**config.mk**
```make
export PLATFORM = sky130hd
export DESIGN_NAME = twi_wait_ctrl
export DESIGN_NICKNAME = d
export VERILOG_FILES = /design/src/rtl/twi_pkg.sv /design/src/rtl/twi_line_sync.sv /design/src/rtl/twi_cond_detect.sv /design/src/rtl/twi_hold_ctrl.sv /design/src/rtl/twi_wait_ctrl.sv
export SDC_FILE = /design/constraint.sdc
export NUM_CORES = 1
export LEC_CHECK = 0
export BUFFER_PORTS_ARGS = -buffer_cell sky130_fd_sc_hd__buf_2
export CELL_PAD_IN_SITES_DETAIL_PLACEMENT = 1
export CELL_PAD_IN_SITES_GLOBAL_PLACEMENT = 1
export CORE_UTILIZATION = 29
export CTS_CLUSTER_DIAMETER = 120
export DETAILED_ROUTE_END_ITERATION = 7
export PLACE_DENSITY = 0.72
export SLEW_MARGIN = 25
export SYNTH_ARGS = -nofsm -noshare
export SYNTH_HDL_FRONTEND = slang
export SYNTH_SLANG_ARGS = --single-unit
```
**constraint.sdc**
```tcl
create_clock -name clk -period 1.1 [get_ports clk]
set_input_delay 0.165 -clock clk [delete_from_list [all_inputs] [get_ports clk]]
set_output_delay 0.165 -clock clk [all_outputs]
set_load 0.005 [all_outputs]
```
**src/rtl/twi_pkg.sv**
```systemverilog
// Package: shared types for the two-wire wait-state controller.
// Assumes: nothing beyond standard SystemVerilog.
package twi_pkg;

    // Bus events decoded from the synchronised lines, one cycle wide each.
    typedef struct packed {
        logic start;     // SDA fell while SCL high
        logic stop;      // SDA rose while SCL high
        logic scl_fall;  // SCL went from high to low
    } twi_evt_t;

    // Idle level of an open-drain line with its pull-up.
    localparam logic LINE_IDLE = 1'b1;

endpackage

```
**src/rtl/twi_line_sync.sv**
```systemverilog
// Module: twi_line_sync
// Brings one asynchronous pad level into the clock domain through a chain of
// STAGES flops. It also keeps the previous synchronised value so that edges
// can be seen. Assumes an idle-high open-drain line, so the reset value is 1.
module twi_line_sync #(
    parameter int STAGES = 2
) (
    input  logic clk,
    input  logic rst_n,
    input  logic pad_in,
    output logic lvl_now,
    output logic lvl_prev
);
    import twi_pkg::*;

    logic [STAGES-1:0] chain_q;
    logic              prev_q;

    // Metastability chain: first stage samples the pad.
    always_ff @(posedge clk) begin
        if (!rst_n) chain_q[0] <= LINE_IDLE;
        else        chain_q[0] <= pad_in;
    end

    // Remaining synchroniser stages, one per extra parameter count.
    genvar g;
    generate
        for (g = 1; g < STAGES; g++) begin : g_stage
            always_ff @(posedge clk) begin
                if (!rst_n) chain_q[g] <= LINE_IDLE;
                else        chain_q[g] <= chain_q[g-1];
            end
        end
    endgenerate

    // Edge-detect stage: remembers last cycle's synchronised level.
    always_ff @(posedge clk) begin
        if (!rst_n) prev_q <= LINE_IDLE;
        else        prev_q <= chain_q[STAGES-1];
    end

    assign lvl_now  = chain_q[STAGES-1];
    assign lvl_prev = prev_q;

endmodule

```
**src/rtl/twi_cond_detect.sv**
```systemverilog
// Module: twi_cond_detect
// Decodes start, stop and SCL-fall events from the synchronised SDA/SCL
// levels. SCL must be high in both the previous and the current cycle for an
// SDA edge to count as a condition. All events are suppressed when the
// two-wire mode is off. Purely combinational.
module twi_cond_detect (
    input  logic              mode_en,
    input  logic              sda_now,
    input  logic              sda_prev,
    input  logic              scl_now,
    input  logic              scl_prev,
    output twi_pkg::twi_evt_t evt
);
    logic scl_steady_high;

    // Event decode: SDA edges under a steady-high SCL, plus SCL falls.
    always_comb begin
        scl_steady_high = scl_now & scl_prev;
        evt.start    = mode_en & scl_steady_high & sda_prev & ~sda_now;
        evt.stop     = mode_en & scl_steady_high & ~sda_prev & sda_now;
        evt.scl_fall = mode_en & scl_prev & ~scl_now;
    end

endmodule

```
**src/rtl/twi_hold_ctrl.sv**
```systemverilog
// Module: twi_hold_ctrl
// Keeps the sticky start, stop and overflow flags. It arms a start hold that
// engages on the first SCL fall after a start and produces the SCL drive-low
// enable. Flags are cleared by write-one strobes. A set wins over a clear in
// the same cycle. Holds drop combinationally with their clear strobe.
module twi_hold_ctrl (
    input  logic              clk,
    input  logic              rst_n,
    input  logic              mode_en,
    input  twi_pkg::twi_evt_t evt,
    input  logic              ovf_pulse,
    input  logic              clr_start,
    input  logic              clr_stop,
    input  logic              clr_ovf,
    output logic              start_flag,
    output logic              stop_flag,
    output logic              ovf_flag,
    output logic              scl_hold
);
    logic start_q, stop_q, ovf_q;
    logic pend_q, hold_q;

    // Start flag: set by a start event, cleared by write-one.
    always_ff @(posedge clk) begin
        if (!rst_n)         start_q <= 1'b0;
        else if (evt.start) start_q <= 1'b1;
        else if (clr_start) start_q <= 1'b0;
    end

    // Stop flag: set by a stop event, cleared by write-one.
    always_ff @(posedge clk) begin
        if (!rst_n)        stop_q <= 1'b0;
        else if (evt.stop) stop_q <= 1'b1;
        else if (clr_stop) stop_q <= 1'b0;
    end

    // Overflow flag: set by a counter overflow in two-wire mode.
    always_ff @(posedge clk) begin
        if (!rst_n)                     ovf_q <= 1'b0;
        else if (mode_en && ovf_pulse)  ovf_q <= 1'b1;
        else if (clr_ovf)               ovf_q <= 1'b0;
    end

    // Pending start hold: armed by a start, consumed by the next SCL fall.
    always_ff @(posedge clk) begin
        if (!rst_n || !mode_en)                         pend_q <= 1'b0;
        else if (evt.start)                             pend_q <= 1'b1;
        else if (clr_start || evt.stop || evt.scl_fall) pend_q <= 1'b0;
    end

    // Active start hold: engages on SCL fall, lasts until cleared.
    always_ff @(posedge clk) begin
        if (!rst_n || !mode_en)            hold_q <= 1'b0;
        else if (clr_start)                hold_q <= 1'b0;
        else if (pend_q && evt.scl_fall)   hold_q <= 1'b1;
    end

    // Drive-low enable: either hold, released in the cycle of its clear.
    always_comb begin
        scl_hold = mode_en & ((hold_q & ~clr_start) | (ovf_q & ~clr_ovf));
    end

    assign start_flag = start_q;
    assign stop_flag  = stop_q;
    assign ovf_flag   = ovf_q;

    // an overflow in two-wire mode always leaves the flag set.
    a_r6_ovf_sets: assert property (@(posedge clk) disable iff (!rst_n)
        (mode_en && ovf_pulse) |=> ovf_q);

    // the start hold only begins on an SCL fall with a start pending.
    a_r4_hold_on_fall: assert property (@(posedge clk) disable iff (!rst_n)
        $rose(hold_q) |-> $past(pend_q && evt.scl_fall));

    // the start hold persists until cleared while the mode stays on.
    a_r5_hold_until_clear: assert property (@(posedge clk) disable iff (!rst_n)
        (hold_q && !clr_start && mode_en) |=> hold_q);

    // a stop cancels any pending start hold.
    a_r7_stop_cancels: assert property (@(posedge clk) disable iff (!rst_n)
        (evt.stop && !evt.start) |=> !pend_q);

endmodule

```
**src/rtl/twi_wait_ctrl.sv**
```systemverilog
// Module: twi_wait_ctrl (top)
// Two-wire start/stop detector with SCL wait-state hold. It synchronises the
// pad levels, decodes bus conditions, and keeps the flags and holds. Assumes
// SCL at or below a sixteenth of clk, so each SCL phase spans several cycles.
module twi_wait_ctrl #(
    parameter int SYNC_STAGES = 2
) (
    input  logic clk,
    input  logic rst_n,
    input  logic mode_en,
    input  logic sda_in,
    input  logic scl_in,
    input  logic ovf_pulse,
    input  logic start_ie,
    input  logic clr_start,
    input  logic clr_stop,
    input  logic clr_ovf,
    output logic scl_drive_low,
    output logic start_flag,
    output logic stop_flag,
    output logic ovf_flag,
    output logic start_irq
);
    import twi_pkg::*;

    logic     sda_now, sda_prev, scl_now, scl_prev;
    twi_evt_t evt;

    twi_line_sync #(.STAGES(SYNC_STAGES)) u_sda_sync (
        .clk(clk), .rst_n(rst_n), .pad_in(sda_in),
        .lvl_now(sda_now), .lvl_prev(sda_prev)
    );

    twi_line_sync #(.STAGES(SYNC_STAGES)) u_scl_sync (
        .clk(clk), .rst_n(rst_n), .pad_in(scl_in),
        .lvl_now(scl_now), .lvl_prev(scl_prev)
    );

    twi_cond_detect u_detect (
        .mode_en(mode_en),
        .sda_now(sda_now), .sda_prev(sda_prev),
        .scl_now(scl_now), .scl_prev(scl_prev),
        .evt(evt)
    );

    twi_hold_ctrl u_hold (
        .clk(clk), .rst_n(rst_n), .mode_en(mode_en), .evt(evt),
        .ovf_pulse(ovf_pulse),
        .clr_start(clr_start), .clr_stop(clr_stop), .clr_ovf(clr_ovf),
        .start_flag(start_flag), .stop_flag(stop_flag), .ovf_flag(ovf_flag),
        .scl_hold(scl_drive_low)
    );

    // Interrupt request: start flag gated by its enable.
    always_comb begin
        start_irq = start_flag & start_ie;
    end

    // nothing pulls SCL while two-wire mode is off.
    a_r9_quiet_when_off: assert property (@(posedge clk) disable iff (!rst_n)
        !mode_en |-> !scl_drive_low);

    // SCL is only held with a start or overflow flag behind it.
    a_r5_hold_has_flag: assert property (@(posedge clk) disable iff (!rst_n)
        scl_drive_low |-> (start_flag || ovf_flag));

    // a stop alone never starts a hold in the following cycle.
    a_r3_stop_no_hold: assert property (@(posedge clk) disable iff (!rst_n)
        (evt.stop && !scl_drive_low && !ovf_flag && !ovf_pulse) |=> !scl_drive_low);

endmodule

```
# Word level (Yosys, flattened, before mapping)
# Cells that the tools add are included.
[totals]
register_bits = 11
latchBits = 0
mem_bits_rw = 0
rom_bits = 0
input_bits = 10
word_cells = 49
memories = 0
[op_classes]
n_addsub = 0
multipliers = 0
div_mod_pow = 0
order_cmp = 0
n_eq_ne = 0
n_shift = 0
n_mux = 8
bitwise_logic = 18
reduce_logical = 12
[op_table]
columns = ["cell", "n"]
rows = [
  ["AND 1 bit", 12],
  ["two-way mux 1 bit", 8],
  ["nonzero test 2 bit", 4],
  ["NOT 1 bit", 5],
  ["logical OR 1 bit", 3],
  ["logical AND 1 bit", 2],
  ["zero test 1 bit", 2],
  ["OR reduction 2 bit", 1],
  ["OR 1 bit", 1],
]

# Depth between registers and ports, before layout
# Gate-level depths: netlist (run 1).
[depth]
depth_word = 8
mapped_depth = 3
depth_no_buf = 3

# Hierarchy
# From an unflattened synthesis (run 1), not the netlist that was laid out.
[hier_totals]
cells_unflattened = 38
area_unflattened_um2 = 397.9
[by_module_without_submodules]
columns = ["mod", "n_inst", "cells_each", "area_each_um2"]
rows = [
  ["twi_hold_ctrl", 1, 20, 191.4],
  ["twi_line_sync", 2, 6, 78.8],
  ["twi_cond_detect", 1, 5, 42.5],
  ["twi_wait_ctrl", 1, 1, 6.3],
]

# Worst setup path after synthesis (run 1)
# No wires, ideal clock.
[synth_path]
path_type = "reg2reg"
start = "register u_scl_sync.chain_q[1], in the netlist u_scl_sync.lvl_now"
end = "register u_hold.pend_q"
t_arrival_ns = 1.029
setup_slack_ns = -0.004
stages_incl_launch_ff = 4
path_buffers = 0
period_less_slack_ns = 1.104
cell_sequence = "dfxtp_1 -> and3b_1 -> or4b_1 -> o22ai_1"
[synth_between]
elab_chain_cells = 7
elab_cells_between_ends = 12
classes_between = "mux: 1; bitwise: 8; reduce/logical: 3"
[synth_rtl]
columns = ["element", "line_no", "rtl"]
rows = [
  ["start, declared", "twi_line_sync.sv:16", "logic [STAGES-1:0] chain_q;"],
  ["start signal, assigned by index", "twi_line_sync.sv:31", "else chain_q[g] <= chain_q[g-1];"],
  ["AND 1 bit", "twi_cond_detect.sv:18", "scl_steady_high = scl_now & scl_prev;"],
  ["AND 1 bit", "twi_cond_detect.sv:19, twi_cond_detect.sv:20", ""],
  ["AND 1 bit (2 in a row)", "twi_cond_detect.sv:20", "evt.stop = mode_en & scl_steady_high & ~sda_prev & sda_now;"],
  ["logical OR 1 bit (2 in a row)", "twi_hold_ctrl.sv:48", "else if (clr_start || evt.stop || evt.scl_fall) pend_q <= 1'b0;"],
  ["nonzero test 2 bit (no source line)", "n/a", ""],
  ["end signal, assigned", "twi_hold_ctrl.sv:46", "if (!rst_n || !mode_en) pend_q <= 1'b0;"],
  ["end signal, assigned", "twi_hold_ctrl.sv:47", "else if (evt.start) pend_q <= 1'b1;"],
  ["end signal, assigned", "twi_hold_ctrl.sv:48", ""],
  ["end, declared", "twi_hold_ctrl.sv:21", "logic pend_q, hold_q;"],
]
# Several ways; a longest one is shown, not always the timed one.
# A chain may end at the register's enable or synchronous reset.

# Final worst setup path (run 1)
# Same ends and word-level chain as after synthesis.

==> summary.txt, run 1 <==
Run status
  – Status: finished, violations left
  – Failing checks: setup timing

Global routing
  – Met2 Use GR: 18.8%
  – Pin count of the biggest net entering global routing: 9
  – Vias in the first global route: 317
  – Global-route wire length before repair: between 1000 and 1500 um
  – Grt total ovfl: 0
  – M1 GR Usage: between 10% and 20%
  – All-Layer GR Usage: a little over an eighth
  – Gr busiest metal: met2
  – Met3 Use GR: between 8 and 9%
  – Initial antenna violation count: 0

Routing
  – Vias per cell: between 4 and 5
  – Detailed-route wire length per cell: between 9 and 10 um
  – Initial DRC count: 2
  – Drt first pass iters: 2
  – Final WL: roughly 700 um
  – Final antenna-violating net count: 0
  – Via count: approximately 320
  – DRC viols: 0

Critical path
  – Critical path peak fanout: 3
  – Worst path arrival time: 1350 ps
  – Worst Setup EP: u_hold.pend_q$_SDFFE_PP0P_
  – CP Launch Type: flop
  – CP delay by family, top: simple AND/OR/NAND/NOR gates
  – Worst reg2reg path depth: 3
  – Slowest stage delay, CP: ~460 ps
  – Reg2reg setup slack: -60 ps
  – R2r startpoint: u_scl_sync.lvl_now$_SDFF_PN1_
  – Reg-to-reg endpoint: u_hold.pend_q$_SDFFE_PP0P_
  – Slowest cell on crit path: or4b_1
  – CP cell instances: and3b_1, or4b_1, o22ai_1
  – Crit end category: flop
  – CP bufs+invs: 0
  – Worst setup path class: reg2reg
  – Crit. Startpoint: u_scl_sync.lvl_now$_SDFF_PN1_
  – WP depth: 3
  – WP data required: 1290 ps

CTS
  – Post-CTS Hold Fix Bufs: 0
  – Root buffer cell: clkbuf_4
  – Skew-Pair Late Insertion Delay: roughly 260 ps
  – CTS Buffer Depth: 2
  – Worst-path clk slew: around 70 ps
  – Num CTS Buffers: 3
  – H-tree Lvls: 1
  – CTS tree: yes
  – Clock sink count: 11

Synth
  – Syn Nets: 46
  – Cells after Synth: 36
  – Share of flip-flops with an asynchronous set or reset: 0%
  – Count leader, synth: dfxtp_1
  – Post-synth top area share: approximately 56%
  – Syn avg cell area: approximately 11 sq um
  – Synth area leader: dfxtp_1
  – #FFs+latches synth: 11
  – Sequential area share after synthesis: between 50% and 60%
  – Ys flop type: dfxtp_1
  – Post-synth cell types: 17
  – Post-synth EDFFs: 0
  – Total number of yosys warnings: 0
  – Synth area leaders: dfxtp_1 (56%), or2b_1 (11%), a21boi_0 (5.7%)
  – Cell Area, Synth: approximately 400 sq um
  – Commonest cells post-synth: dfxtp_1 (11), or2b_1 (6), a21boi_0 (3), nand2b_1 (3)

Timing
  – Final Max Slew Viols: 0
  – Slew at the pin closest to its max-slew limit: between 200 and 250 ps
  – Worst Slack Setup Final: -61.8 ps
  – Max_slew headroom: a little over four fifths
  – WHS: 70.8 ps
  – Period utilisation layout: 106%
  – Tmin final: 1160 ps
  – Clock Skews: ~4.5 ps
  – Hold Vio Cnt, Final: 0
  – # setup viols final: 1
  – Achievable Freq: approximately 860 MHz
  – RSZ-0062 raised after global routing: yes

Hold path
  – Worst Hold Class: in2reg
  – Hold path start: scl_in

Die
  – Die Span Y: slightly below 40 um
  – Row count: 12
  – Starting density of the core: between 30% and 40%
  – Die Span X: approximately 39 um
  – I/O pin count: 15
  – Die area: approximately 1500 sq um
  – Core area: about 1200 sq um

Place
  – Area after DPL: roughly 500 sq um
  – GP Congestion: ~0.64
  – Cell count after placement: 66
  – Number of port buffers: 14

Power
  – Pwr Total: about 740 uW
  – PwrDens: roughly 1400 nW/um^2
  – Worst VDD drop: between 0.0005 and 0.0006 V
  – LEAKAGE: 0.000242 uW

Layout
  – N_diodes: 0
  – Area delta synth->final: 36.3%
  – Final Cell Area: between 500 and 600 sq um
  – Share of layout cells above drive strength 1: ~44%
  – Layout Nets: between 60 and 70
  – Non-filler instance count after layout: a little over 70

Run
  – Max cap viols: 0
layout by cell type, fill, tap and decap left out, drive strengths merged:
master,netlist,routed
or4b,1,1
nor2b,1,1
or2b,6,6
o21a,1,1
a21oi,1,1
buf,0,17
clkbuf,0,4
nand2,2,2
a21boi,3,3
nor3b,1,1
nand3,1,1
nor3,1,1
nand2b,3,3
o22ai,1,1
or3b,1,1
and3b,1,1
dfxtp,11,11
and2,1,1
registers in the layout (all words and copies together) (netlist names):
register	cells
u_hold.start_flag	1
u_scl_sync.lvl_prev	1
u_hold.ovf_flag	1
u_sda_sync.lvl_now	1
u_scl_sync.lvl_now	1
u_hold.pend_q	1
u_sda_sync.chain_q	1
u_scl_sync.chain_q	1
u_hold.hold_q	1
u_sda_sync.lvl_prev	1
u_hold.stop_flag	1
cell type report:
class                      instances  area [sq um]
fill                             143           651
sequential                        11           224
multi-input combinational         25           175
timing repair buffer              17          92.6
clock buffer                       4          26.3
tap                               14          17.5
cells by family after synthesis:
logic type / Yosys count / share of synthesized area, %
compound gates: 6 / 10.5
flops: 11 / 56.1
simple gates: 19 / 33.4
worst min path at each step:
stage,endpoint,slack (ps),cells past startpoint
finish,u_scl_sync.chain_q[0]$_SDFF_PN1_,70,2
global route,u_scl_sync.chain_q[0]$_SDFF_PN1_,60,2
CTS,u_scl_sync.chain_q[0]$_SDFF_PN1_,60,2
detailed placement,u_scl_sync.chain_q[0]$_SDFF_PN1_,350,2
global placement,u_scl_sync.chain_q[0]$_SDFF_PN1_,340,2
floorplan,u_hold.hold_q$_SDFFE_PP0P_,240,1
through the flow:
step | setup TNS (ps) | setup WS (ps) | utilization (%)
floorplan | 0 | 7.00 | -
global placement | -15.7 | -15.7 | 41.9
detailed placement | -55.7 | -55.4 | 41.9
CTS | -104 | -83.2 | 44.2
global route | -194 | -137 | 45.1
finish | -61.8 | -61.8 | 45.1
routing by layer:
layer	vias to the layer above	routed length, um
li1	165	-
met1	146	327
met2	11	332
met3	0	42
met4	0	0
met5	-	0
where the power goes:
group	switching (uW)	internal, uW
Combinational	20.5	33.9
Sequential	5.03	411
Clock	130	140
timing repair:
| item | 4_1_cts | 5_1_grt |
|---|---|---|
| buffers inserted | 0 | 1 |
| resized for setup | 2 | 3 |
| endpoints found under the setup margin | 3 | 3 |
Power figures use the tool's default switching activity.
==> inputs of run 2 (changes only) <==
--- a/config.mk
+++ b/config.mk
@@ -8,10 +8,11 @@
 export BUFFER_PORTS_ARGS = -buffer_cell sky130_fd_sc_hd__buf_2
 export CELL_PAD_IN_SITES_DETAIL_PLACEMENT = 1
 export CELL_PAD_IN_SITES_GLOBAL_PLACEMENT = 1
-export CORE_UTILIZATION = 29
+export CORE_AREA = 2 2 39 41
 export CTS_CLUSTER_DIAMETER = 120
 export DETAILED_ROUTE_END_ITERATION = 7
-export PLACE_DENSITY = 0.72
+export DIE_AREA = 0 0 41 43
+export PLACE_DENSITY = 0.7
 export SLEW_MARGIN = 25
 export SYNTH_ARGS = -nofsm -noshare
 export SYNTH_HDL_FRONTEND = slang
==> constraint.sdc (replaced) <==
create_clock -name clk -period 1.3 [get_ports clk]
set_input_delay 0.195 -clock clk [delete_from_list [all_inputs] [get_ports clk]]
set_output_delay 0.195 -clock clk [all_outputs]
set_load 0.01 [all_outputs]
==> summary.txt, run 2 (synthesized netlist as in run 1, its figures left out) <==
CTS
  – Worst-path clk slew: 80 ps (was 70 ps)
  – H-tree Lvls: 1 (unchanged)
  – Clock sink count: 11 (unchanged)
  – Setup Fix Bufs, Post-CTS: 0 (unchanged)
  – CTS Buffer Depth: 2 (unchanged)
  – Root buffer cell: clkbuf_4 (unchanged)
  – Num CTS Buffers: 3 (unchanged)
  – Skew-Pair Late Insertion Delay: 270 ps (was 260 ps)
  – CTS tree: yes (unchanged)
  – Post-CTS sizing: 0 (was 2)
  – Post-CTS Hold Fix Bufs: 0 (unchanged)

Layout
  – Most frequent cells in the layout: buf_2 (14), dfxtp_1 (11), or2b_1 (6) (was buf_2 (14), dfxtp_1 (8), or2b_1 (6))
  – Layout Nets: 66 (was 68)
  – Non-filler instance count after layout: 71 (unchanged)
  – Commonest non-fill, non-tap cell in the layout: buf_2 (unchanged)
  – Area occupied by multi-input gates: 173 sq um (was 175 sq um)
  – Filler Cells Inserted: 173 (was 143)
  – N_diodes: 0 (unchanged)
  – Register area: 220 sq um (was 224 sq um)
  – Area delta synth->final: 31.8% (was 36.3%)
  – Utilization after layout: 37.4% (was 45.1%)
  – Share of layout cells above drive strength 1: 38.2% (was 43.9%)

Critical path
  – Worst reg2reg path depth: 3 (unchanged)
  – Slowest cell on crit path: or4b_1 (unchanged)
  – CP Launch Type: flop (unchanged)
  – Worst setup path class: reg2reg (unchanged)
  – CP bufs+invs: 0 (unchanged)
  – Critical path peak fanout: 3 (unchanged)
  – Worst path arrival time: 1390 ps (was 1350 ps)
  – Crit end category: flop (unchanged)
  – Crit. Startpoint: u_scl_sync.lvl_now$_SDFF_PN1_ (unchanged)
  – CP cell instances: and3b_1, or4b_1, o22ai_1 (unchanged)
  – R2r startpoint: u_scl_sync.lvl_now$_SDFF_PN1_ (unchanged)
  – WP data required: 1500 ps (was 1290 ps)
  – Reg2reg setup slack: 110 ps (was -60 ps)
  – Reg-to-reg endpoint: u_hold.pend_q$_SDFFE_PP0P_ (unchanged)
  – WP depth: 3 (unchanged)
  – Slowest stage delay, CP: 470 ps (was 460 ps)
  – CP delay by family, top: simple AND/OR/NAND/NOR gates (unchanged)

Power
  – Pwr Total: 628 uW (was 741 uW)
  – Worst VDD drop: 0.000420 V (was 0.000552 V)
  – PwrDens: 1210 nW/um^2 (was 1380 nW/um^2)
  – LEAKAGE: 0.000232 uW (was 0.000242 uW)

Die
  – Row count: 14 (was 12)
  – Die area: 1760 sq um (was 1510 sq um)
  – Core area: 1380 sq um (was 1190 sq um)
  – Die Span X: 41 um (was 38.8 um)
  – Starting density of the core: 28.4% (was 33.1%)
  – I/O pin count: 15 (unchanged)
  – Die Span Y: 43 um (was 38.8 um)

Timing
  – Setup TNS: 0 ps (was -61.8 ps)
  – Clock Skews: 6.58 ps (was 4.48 ps)
  – Tmin final: 1190 ps (was 1160 ps)
  – RSZ-0062 raised after global routing: no (was yes)
  – # setup viols final: 0 (was 1)
  – Period utilisation layout: 91.6% (was 106%)
  – Achievable Freq: 840 MHz (was 861 MHz)
  – Max_slew headroom: 81.9% (was 83.7%)
  – Final Max Slew Viols: 0 (unchanged)
  – Slew at the pin closest to its max-slew limit: 271 ps (was 243 ps)
  – Hold Vio Cnt, Final: 0 (unchanged)

Hold path
  – Worst Hold Class: in2reg (unchanged)
  – Hold Path Sink: u_scl_sync.chain_q[0]$_SDFF_PN1_ (unchanged)
  – Hold path start: scl_in (unchanged)
  – Worst hold stages: 2 (unchanged)

Routing
  – Metal2 WL: 346 um (was 332 um)
  – Detailed-route wire length per cell: 9.79 um (was 9.90 um)
  – Drt first pass iters: 2 (unchanged)
  – WL met3: 62 um (was 42 um)
  – Final antenna-violating net count: 0 (unchanged)
  – DRC viols: 0 (unchanged)
  – Initial DRC count: 1 (was 2)
  – Final WL: 695 um (was 703 um)
  – Vias per cell: 4.42 (was 4.54)
  – Top layer reached by signal wires: met3 (unchanged)
  – Via count: 314 (was 322)
  – Met1 wire length: 286 um (was 327 um)

Global routing
  – Pin count of the biggest net entering global routing: 9 (unchanged)
  – All-Layer GR Usage: 10.4% (was 13.3%)
  – Grt total ovfl: 0 (unchanged)
  – Initial antenna violation count: 0 (unchanged)
  – Global-route wire length before repair: 1170 um (was 1200 um)
  – Vias in the first global route: 296 (was 317)

Run status
  – Status: finished clean (was finished, violations left)

Run
  – Max cap viols: 0 (unchanged)

Place
  – Cell count after placement: 67 (was 66)
  – GP Congestion: 0.641 (was 0.638)
  – Number of port buffers: 14 (unchanged)
  – Dpl hpwl: ~560 um
[run 2: changes by cell type in the layout (fill, tap and decap cells not counted), sizes merged]
cell	previous run	this run
buf	17	15
clkbuf	4	3
clkinv	0	1
[run 2: worst max-delay path by stage]
stage | end | slack (ps)
final | u_hold.pend_q$_SDFFE_PP0P_ | 110
after global routing | scl_drive_low | 9
after CTS | u_hold.pend_q$_SDFFE_PP0P_ | 110
after detailed placement | u_hold.pend_q$_SDFFE_PP0P_ | 130
after global placement | u_hold.pend_q$_SDFFE_PP0P_ | 160
after floorplan | u_hold.pend_q$_SDFFE_PP0P_ | 200
[run 2: report_power, final]
group | total [uW] | internal, uW | switching (uW)
Clock | 232 | 114 | 118
Sequential | 351 | 347 | 3.92
Combinational | 44.7 | 26.1 | 18.6
[run 2: cell type report]
| class | count | area share [%] |
|---|---|---|
| clock buffer | 3 | 4.35 |
| tap | 16 | 3.86 |
| timing repair buffer | 15 | 15.0 |
| sequential | 11 | 42.5 |
| multi-input combinational | 25 | 33.3 |
| clock inverter | 1 | 0.966 |
[run 2: metrics by stage]
step                cell area (sq um)  worst slack [ps]  hold WS [ps]
finish                            518               109          96.8
global route                      518              9.05          78.7
CTS                               518               105          80.2
detailed placement                490               131           379
global placement                  490               165           371
floorplan                         393               196           273
[run 2: per-layer routing]
layer,GRT usage [%],vias to the layer above
met5,0,-
met4,8.00,0
met3,4.71,0
met2,15.3,15
met1,10.9,139
li1,-,160
[run 2: worst reg2reg max path: stages, from the launching register on]
cell	delay, ps
dfxtp_1	350
and3b_1	190
or4b_1	470
o22ai_1	110
==> inputs of run 3 (changes only) <==
--- a/config.mk
+++ b/config.mk
@@ -5,14 +5,14 @@
 export SDC_FILE = /design/constraint.sdc
 export NUM_CORES = 1
 export LEC_CHECK = 0
+export ABC_AREA = 1
 export BUFFER_PORTS_ARGS = -buffer_cell sky130_fd_sc_hd__buf_2
 export CELL_PAD_IN_SITES_DETAIL_PLACEMENT = 1
 export CELL_PAD_IN_SITES_GLOBAL_PLACEMENT = 1
-export CORE_AREA = 2 2 39 41
+export CORE_UTILIZATION = 30
 export CTS_CLUSTER_DIAMETER = 120
 export DETAILED_ROUTE_END_ITERATION = 7
-export DIE_AREA = 0 0 41 43
-export PLACE_DENSITY = 0.7
+export PLACE_DENSITY_LB_ADDON = 0.1
 export SLEW_MARGIN = 25
 export SYNTH_ARGS = -nofsm -noshare
 export SYNTH_HDL_FRONTEND = slang
==> summary.txt, run 3 <==
Synth
  – Cell Area, Synth: 413 sq um (was 393 sq um)
  – Share of flip-flops with an asynchronous set or reset: 0% (unchanged)
  – Post-synth cell types: 12 (was 17)
  – Count leader, synth: nand2_1 (was dfxtp_1)
  – Ys flop type: dfxtp_1 (unchanged)
  – Commonest cells post-synth: nand2_1 (13), dfxtp_1 (11), inv_1 (9), nor2_1 (6), nand3_1 (5) (was dfxtp_1 (11), or2b_1 (6), a21boi_0 (3), nand2b_1 (3))
  – Synth area leader: dfxtp_1 (unchanged)
  – Cells after Synth: 54 (was 36)
  – #FFs+latches synth: 11 (unchanged)
  – Syn Nets: 64 (was 46)
  – Syn avg cell area: 7.65 sq um (was 10.9 sq um)
  – Post-synth top area share: 53.3% (was 56.1%)
  – Total number of yosys warnings: 0 (unchanged)
  – Post-synth EDFFs: 0 (unchanged)
  – Sequential area share after synthesis: 53.3% (was 56.1%)
  – Synth area leaders: dfxtp_1 (53%), nand2_1 (12%), inv_1 (8.2%) (was dfxtp_1 (56%), or2b_1 (11%), a21boi_0 (5.7%))

Timing
  – Period utilisation layout: 87.7% (was 91.6%)
  – Slew at the pin closest to its max-slew limit: 200 ps (was 271 ps)
  – # setup viols final: 0 (unchanged)
  – Hold Vio Cnt, Final: 0 (unchanged)
  – Final Max Slew Viols: 0 (unchanged)
  – Achievable Freq: 877 MHz (was 840 MHz)
  – Clock Skews: 0.501 ps (was 6.58 ps)
  – Tmin final: 1140 ps (was 1190 ps)
  – Setup TNS: 0 ps (unchanged)
  – RSZ-0062 raised after global routing: no (unchanged)
  – Max_slew headroom: 86.7% (was 81.9%)

Power
  – PwrDens: 1190 nW/um^2 (was 1210 nW/um^2)
  – Worst VDD drop: 0.000522 V (was 0.000420 V)
  – LEAKAGE: 0.000272 uW (was 0.000232 uW)
  – Pwr Total: 626 uW (was 628 uW)

Place
  – GP Congestion: 0.734 (was 0.641)
  – Number of port buffers: 14 (unchanged)
  – Cell count after placement: 83 (was 67)
  – Dpl hpwl: 599 um (was 560 um)

Global routing
  – Met3 Use GR: 1.73% (was 4.71%)
  – Initial antenna violation count: 0 (unchanged)
  – Vias in the first global route: 347 (was 296)
  – Pin count of the biggest net entering global routing: 8 (was 9)
  – M1 GR Usage: 15.3% (was 10.9%)
  – Met2 Use GR: 21.3% (was 15.3%)
  – Grt total ovfl: 0 (unchanged)
  – Global-route wire length before repair: 1330 um (was 1170 um)
  – All-Layer GR Usage: 13.1% (was 10.4%)
  – Gr busiest metal: met2 (unchanged)

Routing
  – Detailed-route wire length per cell: 9.14 um (was 9.79 um)
  – Final WL: 795 um (was 695 um)
  – Via count: 389 (was 314)
  – Drt first pass iters: 3 (was 2)
  – Final antenna-violating net count: 0 (unchanged)
  – Initial DRC count: 1 (unchanged)
  – DRC viols: 0 (unchanged)
  – Vias per cell: 4.47 (was 4.42)

Layout
  – Share of layout cells above drive strength 1: 31.9% (was 38.2%)
  – Non-filler instance count after layout: 87 (was 71)
  – Most frequent cells in the layout: buf_2 (14), nand2_1 (13), dfxtp_1 (11), inv_1 (9), nor2_1 (6) (was buf_2 (14), dfxtp_1 (11), or2b_1 (6))
  – N_diodes: 0 (unchanged)
  – Area delta synth->final: 27.9% (was 31.8%)
  – Layout Nets: 83 (was 66)
  – Filler Cells Inserted: 167 (was 173)
  – Commonest non-fill, non-tap cell in the layout: buf_2 (unchanged)

CTS
  – CTS tree: yes (unchanged)
  – Setup Fix Bufs, Post-CTS: 0 (unchanged)
  – CTS Buffer Depth: 2 (unchanged)
  – Post-CTS sizing: 0 (unchanged)
  – Num CTS Buffers: 3 (unchanged)
  – Worst-path clk slew: 70 ps (was 80 ps)
  – H-tree Lvls: 1 (unchanged)
  – Clock sink count: 11 (unchanged)
  – Skew-Pair Late Insertion Delay: 260 ps (was 270 ps)
  – Root buffer cell: clkbuf_4 (unchanged)
  – Post-CTS Hold Fix Bufs: 0 (unchanged)

Critical path
  – Slowest stage delay, CP: 330 ps (was 470 ps)
  – Critical path peak fanout: 2 (was 3)
  – R2r startpoint: u_scl_sync.lvl_prev$_SDFF_PN1_ (was u_scl_sync.lvl_now$_SDFF_PN1_)
  – CP Launch Type: flop (unchanged)
  – Reg2reg setup slack: 470 ps (was 110 ps)
  – Reg-to-reg endpoint: u_hold.pend_q$_SDFFE_PP0P_ (unchanged)
  – CP cell instances: nand2_1, a21boi_0, buf_2 (was and3b_1, or4b_1, o22ai_1)
  – Slowest cell on crit path: dfxtp_1 (was or4b_1)
  – Crit end category: output pin (was flop)
  – WP data required: 1110 ps (was 1500 ps)
  – Worst Setup EP: scl_drive_low (was u_hold.pend_q$_SDFFE_PP0P_)
  – Worst path arrival time: 940 ps (was 1390 ps)
  – Crit. Startpoint: u_hold.ovf_flag$_SDFFE_PN0P_ (was u_scl_sync.lvl_now$_SDFF_PN1_)
  – Worst setup path class: reg2out (was reg2reg)
  – Worst reg2reg path depth: 5 (was 3)

Die
  – I/O pin count: 15 (unchanged)
  – Die Span X: 39.1 um (was 41 um)
  – Core area: 1280 sq um (was 1380 sq um)
  – Die area: 1530 sq um (was 1760 sq um)
  – Die Span Y: 39.1 um (was 43 um)
  – Row count: 13 (was 14)
  – Starting density of the core: 32.1% (was 28.4%)

Hold path
  – Worst Hold Class: in2reg (unchanged)

Run status
  – Status: finished clean (unchanged)

Run
  – Max cap viols: 0 (unchanged)
run 3: critical path: cells and delay by family, from the launching register on:
| family | cells | cell delay [ps] |
|---|---|---|
| compound gates | 1 | 150 |
| buf+inv | 1 | 150 |
| flops | 1 | 330 |
| simple gates | 1 | 70 |
run 3: cell type report:
cell class | instances | area [sq um] | area share, %
sequential | 11 | 220 | 41.7
tap | 15 | 18.8 | 3.55
clock buffer | 4 | 26.3 | 4.98
timing repair buffer | 14 | 70.1 | 13.3
inverter | 9 | 33.8 | 6.40
multi-input combinational | 34 | 159 | 30.1
run 3: how the worst min path moves through the flow:
| stage | from | to | slack, ps | depth (start not counted) |
|---|---|---|---|---|
| finish | scl_in | u_scl_sync.chain_q[0]$_SDFF_PN1_ | 110 | 2 |
| CTS | scl_in | u_scl_sync.chain_q[0]$_SDFF_PN1_ | 100 | 2 |
| floorplan | rst_n | u_sda_sync.lvl_prev$_SDFF_PN1_ | 260 | 1 |
| detailed placement | scl_in | u_scl_sync.chain_q[0]$_SDFF_PN1_ | 380 | 2 |
| global placement | sda_in | u_sda_sync.chain_q[0]$_SDFF_PN1_ | 380 | 2 |
| global route | sda_in | u_sda_sync.chain_q[0]$_SDFF_PN1_ | 100 | 2 |
run 3: through the flow:
step	util [%]	worst slack, ps	hold slack (ps)	area (sq um)
detailed placement	39.0	413	384	502
finish	41.1	160	115	528
CTS	41.1	134	105	528
global placement	39.0	416	381	502
global route	41.1	51.9	101	528
floorplan	-	374	264	413
run 3: cells by family (layout without fill, tap and decap cells):
family,after synthesis,in the layout,share of synthesized area [%]
compound gates,4,4,6.36
buf+inv,9,27,8.18
flops,11,11,53.3
simple gates,30,30,32.1
run 3: layer usage:
layer  routed length [um]  part of all wire, %
met5                    0                    0
met3                   29                  3.6
met2                  387                   49
met4                    4                 0.50
met1                  375                   47
run 3: report_power, final:
group / switching (uW) / internal [uW] / total (uW)
sequential: 3.99 / 348 / 351
combinational: 27.3 / 22.8 / 50.1
clock: 106 / 118 / 225
